--- src/rtl/tick_timer_pkg.sv ---
`timescale 1ns/1ps
package tick_timer_pkg;
    // word offsets inside a channel window
    localparam int OFS_RELOAD = 'h0;
    localparam int OFS_COUNT  = 'h4;
    localparam int OFS_CTRL   = 'h8;
    localparam int OFS_FLAG   = 'hC;

    // bit positions
    localparam int GDIS_BIT  = 1;
    localparam int RUN_BIT   = 0;
    localparam int UNMASK_BIT = 1;
    localparam int CHAIN_BIT = 2;
    localparam int CTRL_W    = 3;
    localparam int FLAG_BIT  = 0;

    typedef enum logic [0:0] {
        CH_IDLE  = 1'b0,
        CH_COUNT = 1'b1
    } ch_state_e;
endpackage

--- src/rtl/ttb_channel.sv ---
`timescale 1ns/1ps
module ttb_channel
    import tick_timer_pkg::*;
#(
    parameter int CW = 32
) (
    input  logic          clk,
    input  logic          rst_n,
    input  logic          run_i,
    input  logic          step_i,
    input  logic          clr_i,
    input  logic [CW-1:0] reload_i,
    output logic [CW-1:0] cnt_o,
    output logic          flag_o,
    output logic          wrap_o
);
    ch_state_e     st_q, st_d;
    logic [CW-1:0] cnt_q;
    logic          flag_q;
    logic          at_zero;

    assign at_zero = (cnt_q == '0);
    // reload event: running, stepping and sitting on zero
    assign wrap_o  = (st_q == CH_COUNT) && run_i && step_i && at_zero;

    // state register
    always_ff @(posedge clk) begin
        if (!rst_n) st_q <= CH_IDLE;
        else        st_q <= st_d;
    end

    // transitions: IDLE -> COUNT on start, COUNT -> IDLE on stop
    always_comb begin
        st_d = st_q;
        unique case (st_q)
            CH_IDLE:  if (run_i)  st_d = CH_COUNT;
            CH_COUNT: if (!run_i) st_d = CH_IDLE;
            default:  st_d = CH_IDLE;
        endcase
    end

    // datapath and flag
    always_ff @(posedge clk) begin
        if (!rst_n) begin
            cnt_q  <= '0;
            flag_q <= 1'b0;
        end else begin
            unique case (st_q)
                CH_IDLE: begin
                    if (run_i) cnt_q <= reload_i;
                end
                CH_COUNT: begin
                    if (run_i && step_i)
                        cnt_q <= at_zero ? reload_i : cnt_q - CW'(1);
                end
                default: cnt_q <= cnt_q;
            endcase
            // a set in the same cycle as a clear wins
            if (wrap_o)     flag_q <= 1'b1;
            else if (clr_i) flag_q <= 1'b0;
        end
    end

    assign cnt_o  = cnt_q;
    assign flag_o = flag_q;
endmodule

--- src/rtl/ttb_regfile.sv ---
`timescale 1ns/1ps
module ttb_regfile
    import tick_timer_pkg::*;
#(
    parameter int NCH       = 4,
    parameter int CW        = 32,
    parameter int AW        = 12,
    parameter int DW        = 32,
    parameter int CH_BASE   = 'h100,
    parameter int CH_STRIDE = 'h10
) (
    input  logic                    clk,
    input  logic                    rst_n,
    input  logic [AW-1:0]           addr_i,
    input  logic                    we_i,
    input  logic [DW-1:0]           wdata_i,
    output logic [DW-1:0]           rdata_o,
    input  logic [NCH-1:0][CW-1:0]  cnt_i,
    input  logic [NCH-1:0]          flag_i,
    output logic                    gdis_o,
    output logic [NCH-1:0][CW-1:0]  reload_o,
    output logic [NCH-1:0]          run_o,
    output logic [NCH-1:0]          unmask_o,
    output logic [NCH-1:0]          chain_o,
    output logic [NCH-1:0]          clr_o
);
    logic                          gdis_q;
    logic [NCH-1:0][CW-1:0]        reload_q;
    logic [NCH-1:0][CTRL_W-1:0]    ctrl_q;
    logic [NCH-1:0]                hit_rl, hit_cn, hit_ct, hit_fl;
    logic                          hit_g;

    assign hit_g = (addr_i == '0);

    for (genvar n = 0; n < NCH; n++) begin : g_dec
        localparam logic [AW-1:0] BASE = AW'(CH_BASE + CH_STRIDE * n);
        assign hit_rl[n]   = (addr_i == BASE + AW'(OFS_RELOAD));
        assign hit_cn[n]   = (addr_i == BASE + AW'(OFS_COUNT));
        assign hit_ct[n]   = (addr_i == BASE + AW'(OFS_CTRL));
        assign hit_fl[n]   = (addr_i == BASE + AW'(OFS_FLAG));
        assign clr_o[n]    = we_i && hit_fl[n] && wdata_i[FLAG_BIT];
        assign run_o[n]    = ctrl_q[n][RUN_BIT];
        assign unmask_o[n] = ctrl_q[n][UNMASK_BIT];
        assign chain_o[n]  = ctrl_q[n][CHAIN_BIT];
    end

    always_ff @(posedge clk) begin
        if (!rst_n) begin
            gdis_q   <= 1'b1;
            reload_q <= '0;
            ctrl_q   <= '0;
        end else if (we_i) begin
            if (hit_g) gdis_q <= wdata_i[GDIS_BIT];
            for (int n = 0; n < NCH; n++) begin
                if (hit_rl[n]) reload_q[n] <= wdata_i[CW-1:0];
                if (hit_ct[n]) ctrl_q[n]   <= wdata_i[CTRL_W-1:0];
            end
        end
    end

    always_comb begin
        rdata_o = '0;
        if (hit_g) rdata_o[GDIS_BIT] = gdis_q;
        for (int n = 0; n < NCH; n++) begin
            if (hit_rl[n]) rdata_o = DW'(reload_q[n]);
            if (hit_cn[n]) rdata_o = DW'(cnt_i[n]);
            if (hit_ct[n]) rdata_o = DW'(ctrl_q[n]);
            if (hit_fl[n]) rdata_o = DW'(flag_i[n]);
        end
    end

    assign gdis_o   = gdis_q;
    assign reload_o = reload_q;
endmodule

--- src/rtl/tick_timer_bank.sv ---
`timescale 1ns/1ps
module tick_timer_bank #(
    parameter int NCH       = 4,
    parameter int CW        = 32,
    parameter int AW        = 12,
    parameter int DW        = 32,
    parameter int CH_BASE   = 'h100,
    parameter int CH_STRIDE = 'h10
) (
    input  logic           clk,
    input  logic           rst_n,
    input  logic [AW-1:0]  bus_addr,
    input  logic           bus_we,
    input  logic [DW-1:0]  bus_wdata,
    output logic [DW-1:0]  bus_rdata,
    output logic [NCH-1:0] irq
);
    logic                   gdis;
    logic [NCH-1:0][CW-1:0] ch_reload;
    logic [NCH-1:0][CW-1:0] ch_cnt;
    logic [NCH-1:0]         ch_run, ch_unmask, ch_chain, ch_clr;
    logic [NCH-1:0]         ch_flag, ch_wrap, ch_step, ch_go;

    ttb_regfile #(
        .NCH(NCH), .CW(CW), .AW(AW), .DW(DW),
        .CH_BASE(CH_BASE), .CH_STRIDE(CH_STRIDE)
    ) u_regs (
        .clk      (clk),
        .rst_n    (rst_n),
        .addr_i   (bus_addr),
        .we_i     (bus_we),
        .wdata_i  (bus_wdata),
        .rdata_o  (bus_rdata),
        .cnt_i    (ch_cnt),
        .flag_i   (ch_flag),
        .gdis_o   (gdis),
        .reload_o (ch_reload),
        .run_o    (ch_run),
        .unmask_o (ch_unmask),
        .chain_o  (ch_chain),
        .clr_o    (ch_clr)
    );

    for (genvar n = 0; n < NCH; n++) begin : g_ch
        assign ch_go[n] = ch_run[n] && !gdis;
        if (n == 0) begin : g_head
            assign ch_step[n] = 1'b1;
        end else begin : g_link
            assign ch_step[n] = ch_chain[n] ? ch_wrap[n-1] : 1'b1;
        end
        ttb_channel #(.CW(CW)) u_ch (
            .clk      (clk),
            .rst_n    (rst_n),
            .run_i    (ch_go[n]),
            .step_i   (ch_step[n]),
            .clr_i    (ch_clr[n]),
            .reload_i (ch_reload[n]),
            .cnt_o    (ch_cnt[n]),
            .flag_o   (ch_flag[n]),
            .wrap_o   (ch_wrap[n])
        );
    end

    assign irq = ch_flag & ch_unmask;
endmodule

--- config.mk ---
export PLATFORM = sky130hd
export DESIGN_NAME = tick_timer_bank
export DESIGN_NICKNAME = d
export VERILOG_FILES = /design/src/rtl/tick_timer_pkg.sv /design/src/rtl/ttb_channel.sv /design/src/rtl/ttb_regfile.sv /design/src/rtl/tick_timer_bank.sv
export SDC_FILE = /design/constraint.sdc
export NUM_CORES = 1
export LEC_CHECK = 0
export ABC_AREA = 1
export BUFFER_PORTS_ARGS = -buffer_cell sky130_fd_sc_hd__buf_2
export CAP_MARGIN = 40
export CORE_ASPECT_RATIO = 0.75
export CORE_MARGIN = 5
export CORE_UTILIZATION = 56
export DETAILED_ROUTE_END_ITERATION = 16
export GPL_ROUTABILITY_DRIVEN = 0
export MAX_ROUTING_LAYER = met4
export PLACE_DENSITY = 0.88
export SYNTH_ARGS = -nofsm -noshare
export SYNTH_HDL_FRONTEND = slang
export SYNTH_SLANG_ARGS = --single-unit
--- constraint.sdc ---
create_clock -name clk -period 2 [get_ports clk]
set_input_delay 0.3 -clock clk [delete_from_list [all_inputs] [get_ports clk]]
set_output_delay 0.3 -clock clk [all_outputs]
set_load 0.005 [all_outputs]
==> out/results.tsv, run 1 <==
metric	value	unit
post-synthesis instance area	16300	µm²
HPWL after DPL	43500	µm
number of synthesized flops with an enable pin	0	
Longest Clk Path Bufs	3	
CTS Hold Bufs	0	
Yosys warnings	0	
Die H	158	µm
overall routing resource usage	88.5	%
mean post-synth cell area	6.84	µm²
Worst EP Category	primary output	
Crit. endpoint post-GRT repair	bus_rdata[8]	
post-synth net total	2433	
Max H-tree Level	1	
initial core utilization	56.3	%
CTS Buf Count	27	
Cell variety after synth	57	
placed cell area	20100	µm²
flops & latches, synth	277	
CTS sink count	277	
Cells after DPL	3118	
tool error	[ERROR GRT-0232] Routing congestion too high. Check the congestion heatmap in the GUI.	
Failed at	5_1_grt	
Synth Flop Type	dfxtp_1	
num rows	54	
Ports	83	
status	stopped before the end	
Post-Synthesis Cells	2378	
largest net degree at the start of global routing	103	
grt ovf	599	
ys async rst share	0	%
Seq/Total Area, Yosys	34.1	%
Clock Tree Root	clkbuf_16	
IO Port Bufs	82	
die width	207	µm
## metal layers
metal / GRT overflow / track usage (%)
met1: 38 / 85.4
met2: 336 / 98.6
met5: - / -
met4: 177 / 88.5
met3: 48 / 79.8
## Yosys cell counts (2+ instances only)
| cell | instances | area (µm²) |
|---|---|---|
| nand4_2 | 2 | 25.0 |
| buf_1 | 4 | 15.0 |
| nor2_1 | 202 | 758 |
| a211oi_1 | 18 | 135 |
| nand3_2 | 3 | 30.0 |
| o21ai_0 | 322 | 1610 |
| dfxtp_1 | 277 | 5550 |
| buf_6 | 2 | 22.5 |
| or2_1 | 3 | 18.8 |
| inv_1 | 264 | 991 |
| buf_4 | 3 | 22.5 |
| nor2_2 | 22 | 138 |
| ha_1 | 8 | 100 |
| o221ai_1 | 30 | 263 |
| buf_2 | 29 | 145 |
| nor3_1 | 35 | 175 |
| nand2_1 | 315 | 1180 |
| xnor2_1 | 12 | 105 |
| clkbuf_1 | 114 | 428 |
| nand2_4 | 3 | 33.8 |
| o211ai_1 | 68 | 510 |
| o32ai_1 | 16 | 140 |
| a211oi_2 | 6 | 75.1 |
| nor3_2 | 8 | 80.1 |
| a22oi_1 | 3 | 22.5 |
| nand4_1 | 18 | 113 |
| nor4_1 | 10 | 62.6 |
| nor4_2 | 4 | 50.1 |
| o22ai_1 | 3 | 18.8 |
| o21ai_1 | 28 | 140 |
| o31ai_1 | 16 | 120 |
| nand2_2 | 12 | 75.1 |
| nor2_4 | 11 | 124 |
| a21oi_1 | 292 | 1460 |
| clkinv_1 | 2 | 7.51 |
| xor2_1 | 59 | 517 |
| a31oi_1 | 60 | 375 |
| nand3_1 | 38 | 190 |
| o2111ai_1 | 9 | 78.8 |
| inv_2 | 22 | 82.6 |
| or2_2 | 9 | 56.3 |
## what timing repair did
action / CTS
gates cloned: 17
buffers inserted: 52
setup endpoints to repair: 150
gates resized for setup: 355
pin swaps: 80
## cells by family after synthesis
family / after synthesis / share of synthesized area (%)
adder cells (fa/ha/maj): 8 / 0.616
XOR/XNOR: 71 / 3.83
AND/OR/NAND/NOR: 702 / 19.8
buffers and inverters: 440 / 10.5
AO/OA/AOI/OAI: 880 / 31.1
flip-flops: 277 / 34.1
## metrics by stage
stage | setup TNS [ps] | worst slack (ps)
floorplan | -2340 | -118
global placement | -47240 | -596
detailed placement | -63220 | -698
CTS | -56340 | -610
==> run 2: changes to the inputs <==
CORE_ASPECT_RATIO = default   (was 0.75)
CORE_UTILIZATION = 40   (was 56)
MAX_ROUTING_LAYER = default   (was met4)
PLACE_DENSITY = default   (was 0.88)
PLACE_DENSITY_LB_ADDON = 0.15   (was default)
clock period = 2.6 ns   (was 2 ns; I/O delays follow)
==> run 2 against run 1 <==
The flow now finishes, with violations (negative setup slack). Area after synthesis is the same. Synthesized cell count did not move.
==> out/results.tsv, run 2 <==
metric	value	unit
Final Hold Fails	0	
setup ws final	-320	ps
most common cell after layout, fill and taps aside	o21ai_0	
antenna violations before repair	0	
DR vias	17200	
Slew @ Worst Pin	893	ps
slew margin rel.	40.3	%
grt ovf	0	
Clock Tree Root	clkbuf_16	
top-area cell type share of the netlist area	34.1	%
final wirelength	58400	µm
area leader, netlist	dfxtp_1	
most frequent cells after synthesis	o21ai_0 (322), nand2_1 (315), a21oi_1 (292)	
Initial DRC Count	1386	
initial core utilization	40.6	%
mean post-synth cell area	6.84	µm²
Synth Flop Type	dfxtp_1	
Residual DRC	0	
crit path max fanout	7	
# nets final	2577	
Worst setup SP type	input pin	
Peak VDD IR	0.394	mV
Hold WS	263	ps
largest net degree at the start of global routing	69	
most frequent cells in the layout	o21ai_0 (297), nand2_1 (296), a21oi_1 (291)	
Max Transition Viols Final	0	
Final ANT Viol Nets	0	
Cell variety after synth	57	
clk_skew	30.3	ps
period utilization	112	%
Area Overhead vs Synth	25.8	%
status	finished, violations left	
Longest Clk Path Bufs	3	
Clk Latency, worst-skew pair	530	ps
CTS tree	built	
worst path arrival time	2530	ps
Yosys warnings	0	
CORE AREA	40000	µm²
Final min period	2920	ps
CTS Buf Count	34	
Die ar.	44800	µm²
Final Setup Violations	32	
vias per cell	5.59	
flops & latches, synth	277	
CTS clk-pin slew, worst paths	60	ps
Hold Path Depth	3	
Die H	212	µm
CTS Hold Bufs	0	
num rows	73	
overall routing resource usage	24.7	%
die width	212	µm
failing checks	negative setup slack	
global-route wire length before repair	89600	µm
worst slack at placement	-500	ps
Seq/Total Area, Yosys	34.1	%
share of post-route cells with drive strength above 1	21.1	%
CP required	2210	ps
vias in the first global route	16000	
static leakage	8.23	nW
post-synth net total	2433	
PD cells	451	nW/µm²
WL/cell	19.0	µm
HPWL after DPL	40200	µm
number of synthesized flops with an enable pin	0	
RSZ-0062 raised after global routing	yes	
CP Class	in -> out	
Ports	83	
IO Port Bufs	82	
crit end category	output pin	
Max Freq	342	MHz
Max H-tree Level	2	
post-synthesis instance area	16300	µm²
diode count	0	
ys async rst share	0	%
drt first pass iters	6	
top cells by area, synth	dfxtp_1 (34%), o21ai_0 (9.9%), a21oi_1 (9.0%), nand2_1 (7.3%), inv_1 (6.1%)	
Worst R2R Path Depth	16	
CTS sink count	277	
Hold Crit Class	in -> reg	
top-count cell post-synth	o21ai_0	
Max Cap Violations	0	
Post-Synthesis Cells	2378	
==> run 2: cell families after synthesis <==
group                    count (synthesis)  synth area share [%]
AND/OR/NAND/NOR                        702                  19.8
adder cells (fa/ha/maj)                  8                 0.616
XOR/XNOR                                71                  3.83
flip-flops                             277                  34.1
buffers and inverters                  440                  10.5
AO/OA/AOI/OAI                          880                  31.1
==> run 2: worst paths after layout <==
kind,startpoint,endpoint,slack [ps]
setup reg to reg,g_ch[1].u_ch.cnt_o[13]$_SDFFE_PN0P_,g_ch[3].u_ch.cnt_o[2]$_SDFFE_PN0P_,90
setup / recovery,bus_addr[8],bus_rdata[4],-320
hold / removal,bus_wdata[22],u_regs.reload_o[86]$_SDFFE_PN0P_,260
hold reg to reg,u_regs.reload_o[108]$_SDFFE_PN0P_,u_regs.reload_o[108]$_SDFFE_PN0P_,460
==> run 2: through the flow <==
step	utilization, %	power (mW)	setup TNS [ps]	cells	instance area (µm²)
after floorplan	-	4.45	0	2378	16300
after global placement	45.3	4.62	-10140	2984	18100
after detailed placement	45.3	4.62	-10340	2984	18100
after CTS	49.4	9.29	-7070	3049	19800
after global routing	51.1	9.49	-10260	3069	20400
final	51.1	9.23	-6650	3069	20400
==> run 2: layout make-up <==
type / count / area (µm²)
Timing Repair Buffer: 259 / 2320
Tap cell: 525 / 657
Clock buffer: 49 / 1030
Inverter: 288 / 1090
Sequential cell: 277 / 5550
Fill cell: 3890 / 19600
Clock inverter: 9 / 51.3
Multi-Input combinational cell: 1662 / 9750
==> run 2: what timing repair did <==
item / 4_1_cts / 5_1_grt
setup endpoints to repair: 32 / 65
hold endpoints to repair: 0 / 0
pin swaps: 52 / 48
gates resized for setup: 90 / 112
cloned: 5 / 3
setup buffers: 2 / 17
==> run 2: worst max-delay path, cell delays in order <==
cell and delay [ps]:
buf_2 110, inv_2 60, nor2_4 40, nand3_2 70, nor2_4 50, buf_6 120
buf_12 130, bufbuf_16 280, o32ai_1 370, o221ai_1 210, o211ai_1 120, o211ai_1 190
a31oi_1 220, buf_2 150
==> run 2: power breakdown <==
group	total (mW)	internal, mW	switching (mW)
sequential	4.24	4.24	0.000227
clock	4.67	2.74	1.93
combinational	0.310	0.0926	0.218
==> run 2: routing by layer <==
| metal | wire length [µm] | GRT usage (%) |
|---|---|---|
| met3 | 4520 | 2.99 |
| met4 | 2000 | 7.00 |
| met1 | 25600 | 35.3 |
| met2 | 26300 | 39.5 |
| met5 | 0 | 0 |
Power figures use the tool's default switching activity.
==> run 3: changes to the inputs <==
SKIP_LAST_GASP = 1   (was default)
==> run 3 against run 2 <==
The run still ends with negative setup slack left. Cell area rose by 0.69%. Clock-buffer cell count did not move. Non-clock buffer count rose by 4. Critical endpoint is now bus_rdata[16]. Die area did not move. Largest power group unchanged. Sequential share of layout area fell by 0.20 points. Via count rose by 0.73%. Highest routed layer unchanged.
==> out/results.tsv, run 3 (same netlist as run 2, synthesis figures left out) <==
metric	value	unit
status	finished, violations left	
failing checks	negative setup slack	
Pwr Total	9.24	mW
CP most frequent cell	o211ai_1	
Fillers	3878	
Max H-tree Level	2	
Hold Crit Class	in -> reg	
placed cell area	18100	µm²
antenna violations before repair	0	
CP required	2210	ps
diode count	0	
combinational share of power	3.4	%
Clk Latency, worst-skew pair	540	ps
clock network power share	50.6	%
CTS sink count	277	
CTS Hold Bufs	0	
Longest Clk Path Bufs	3	
IO Port Bufs	82	
CP top delay family	compound AO/OA/AOI/OAI gates	
Max Freq	336	MHz
CP Class	in -> out	
largest net degree at the start of global routing	69	
Clock Tree Root	clkbuf_16	
Final Hold Fails	0	
non-filler cells, final	3073	
hold endpoint	u_regs.reload_o[56]$_SDFFE_PN0P_	
initial core utilization	40.6	%
HPWL after DPL	40200	µm
net switching power	2.16	mW
Die ar.	44800	µm²
PD cells	449	nW/µm²
worst path arrival time	2580	ps
Internal	7.08	mW
crit-path cells	buf_6 -> or2_4 -> nor2_4 -> buf_4 -> nand2_4 -> clkbuf_16 -> o32ai_1 -> o221ai_1 -> o211ai_1 -> o211ai_1 -> a31oi_1 -> buf_2	
slew margin rel.	38.0	%
vias in the first global route	16000	
static leakage	8.26	nW
drt first pass iters	8	
fin area	20600	µm²
setup ws final	-372	ps
CTS tree	built	
Max Cap Violations	0	
hold_sp	bus_wdata[24]	
Worst path slowest cell	a31oi_1	
Worst path depth	12	
# nets final	2581	
CTS clk-pin slew, worst paths	60	ps
Residual DRC	0	
Final ANT Viol Nets	0	
WL/cell	19.2	µm
DR vias	17300	
share of post-route cells with drive strength above 1	21.6	%
CP bufs+invs	4	
grt ovf	0	
num rows	73	
r2r setup slk	110	ps
most common cell after layout, fill and taps aside	o21ai_0	
clk_skew	29.3	ps
Area Overhead vs Synth	26.7	%
Max Transition Viols Final	0	
RR Startpoint	g_ch[1].u_ch.cnt_o[14]$_SDFFE_PN0P_	
Layout Utilization	51.5	%
most frequent cells in the layout	o21ai_0 (295), nand2_1 (294), a21oi_1 (291)	
final wirelength	59000	µm
Cells after DPL	2984	
overall routing resource usage	24.7	%
Flop pwr share	46.0	%
crit path max fanout	7	
Reg-to-Reg End	g_ch[3].u_ch.cnt_o[2]$_SDFFE_PN0P_	
global-route wire length before repair	89500	µm
Hold Path Depth	3	
RSZ-0062 raised after global routing	yes	
Worst R2R Path Depth	16	
Worst path max stage delay	290	ps
Ports	83	
period utilization	114	%
CTS Buf Count	34	
Peak VDD IR	0.395	mV
Sw Share	23.3	%
crit end category	output pin	
Slew @ Worst Pin	926	ps
CORE AREA	40000	µm²
vias per cell	5.62	
Die H	212	µm
Final Setup Violations	32	
die width	212	µm
Worst setup SP type	input pin	
Initial DRC Count	1234	
Final min period	2970	ps
run 3: changes by cell type in the layout (fill, tap and decap cells not counted), moves of 3 or more:
cell / change
o221ai_2: +6
buf_6: +5
o221ai_1: -3
o221ai_4: -3
run 3: worst max-delay path by stage:
stage	slack, ps	start	endpoint
3_5_place_dp	-500	bus_addr[7]	bus_rdata[29]
4_1_cts	-280	bus_addr[11]	bus_rdata[20]
2_1_floorplan	220	bus_addr[7]	bus_rdata[14]
5_1_grt	-440	bus_addr[0]	bus_rdata[1]
3_3_place_gp	-490	bus_addr[7]	bus_rdata[29]
6_report	-370	bus_addr[7]	bus_rdata[16]
run 3: cell type report:
cell class                      count  area (µm²)  share of cell area, %
Inverter                          288        1090                   5.28
Timing Repair Buffer              263        2380                   11.6
Sequential cell                   277        5550                   26.9
Clock inverter                      9        51.3                  0.249
Tap cell                          525         657                   3.19
Clock buffer                       49        1030                   5.00
Multi-Input combinational cell   1662        9840                   47.8
run 3: stage by stage:
step,hold slack [ps],TNS [ps],setup slack [ps]
after floorplan,434,0,215
after global placement,448,-10140,-490
after detailed placement,451,-10340,-500
after CTS,231,-7340,-279
after global routing,256,-11260,-440
final,266,-8600,-372
run 3: worst register-to-register path, delay by kind of cell (launching register included):
kind            cells  cell delay [ps]
compound gates      2              170
simple gates       10             1370
flops               1              370
buf+inv             4              440
run 3: power by group through the flow:
stage	registers (mW)	logic [mW]	clock network (mW)
after floorplan	4.34	0.117	0
after global placement	4.34	0.277	0
after detailed placement	4.34	0.279	0
after CTS	4.24	0.294	4.75
after global routing	4.24	0.334	4.92
final	4.24	0.314	4.68
run 3: timing repair:
action | 4_1_cts | 5_1_grt
setup buffers | 2 | 18
cloned | 5 | 6
endpoints found under the hold margin | 0 | 0
endpoints found under the setup margin | 32 | 65
gates resized for setup | 81 | 138
pin swaps | 52 | 102
run 3: routing by layer:
| layer | vias to the layer above | global-route usage, % | part of all wire, % |
|---|---|---|---|
| met3 | 119 | 2.99 | 7.4 |
| met5 | - | 0 | 0 |
| met4 | 0 | 7.06 | 3.3 |
| met2 | 643 | 39.5 | 45 |
| met1 | 8058 | 35.2 | 44 |
| li1 | 8460 | - | - |
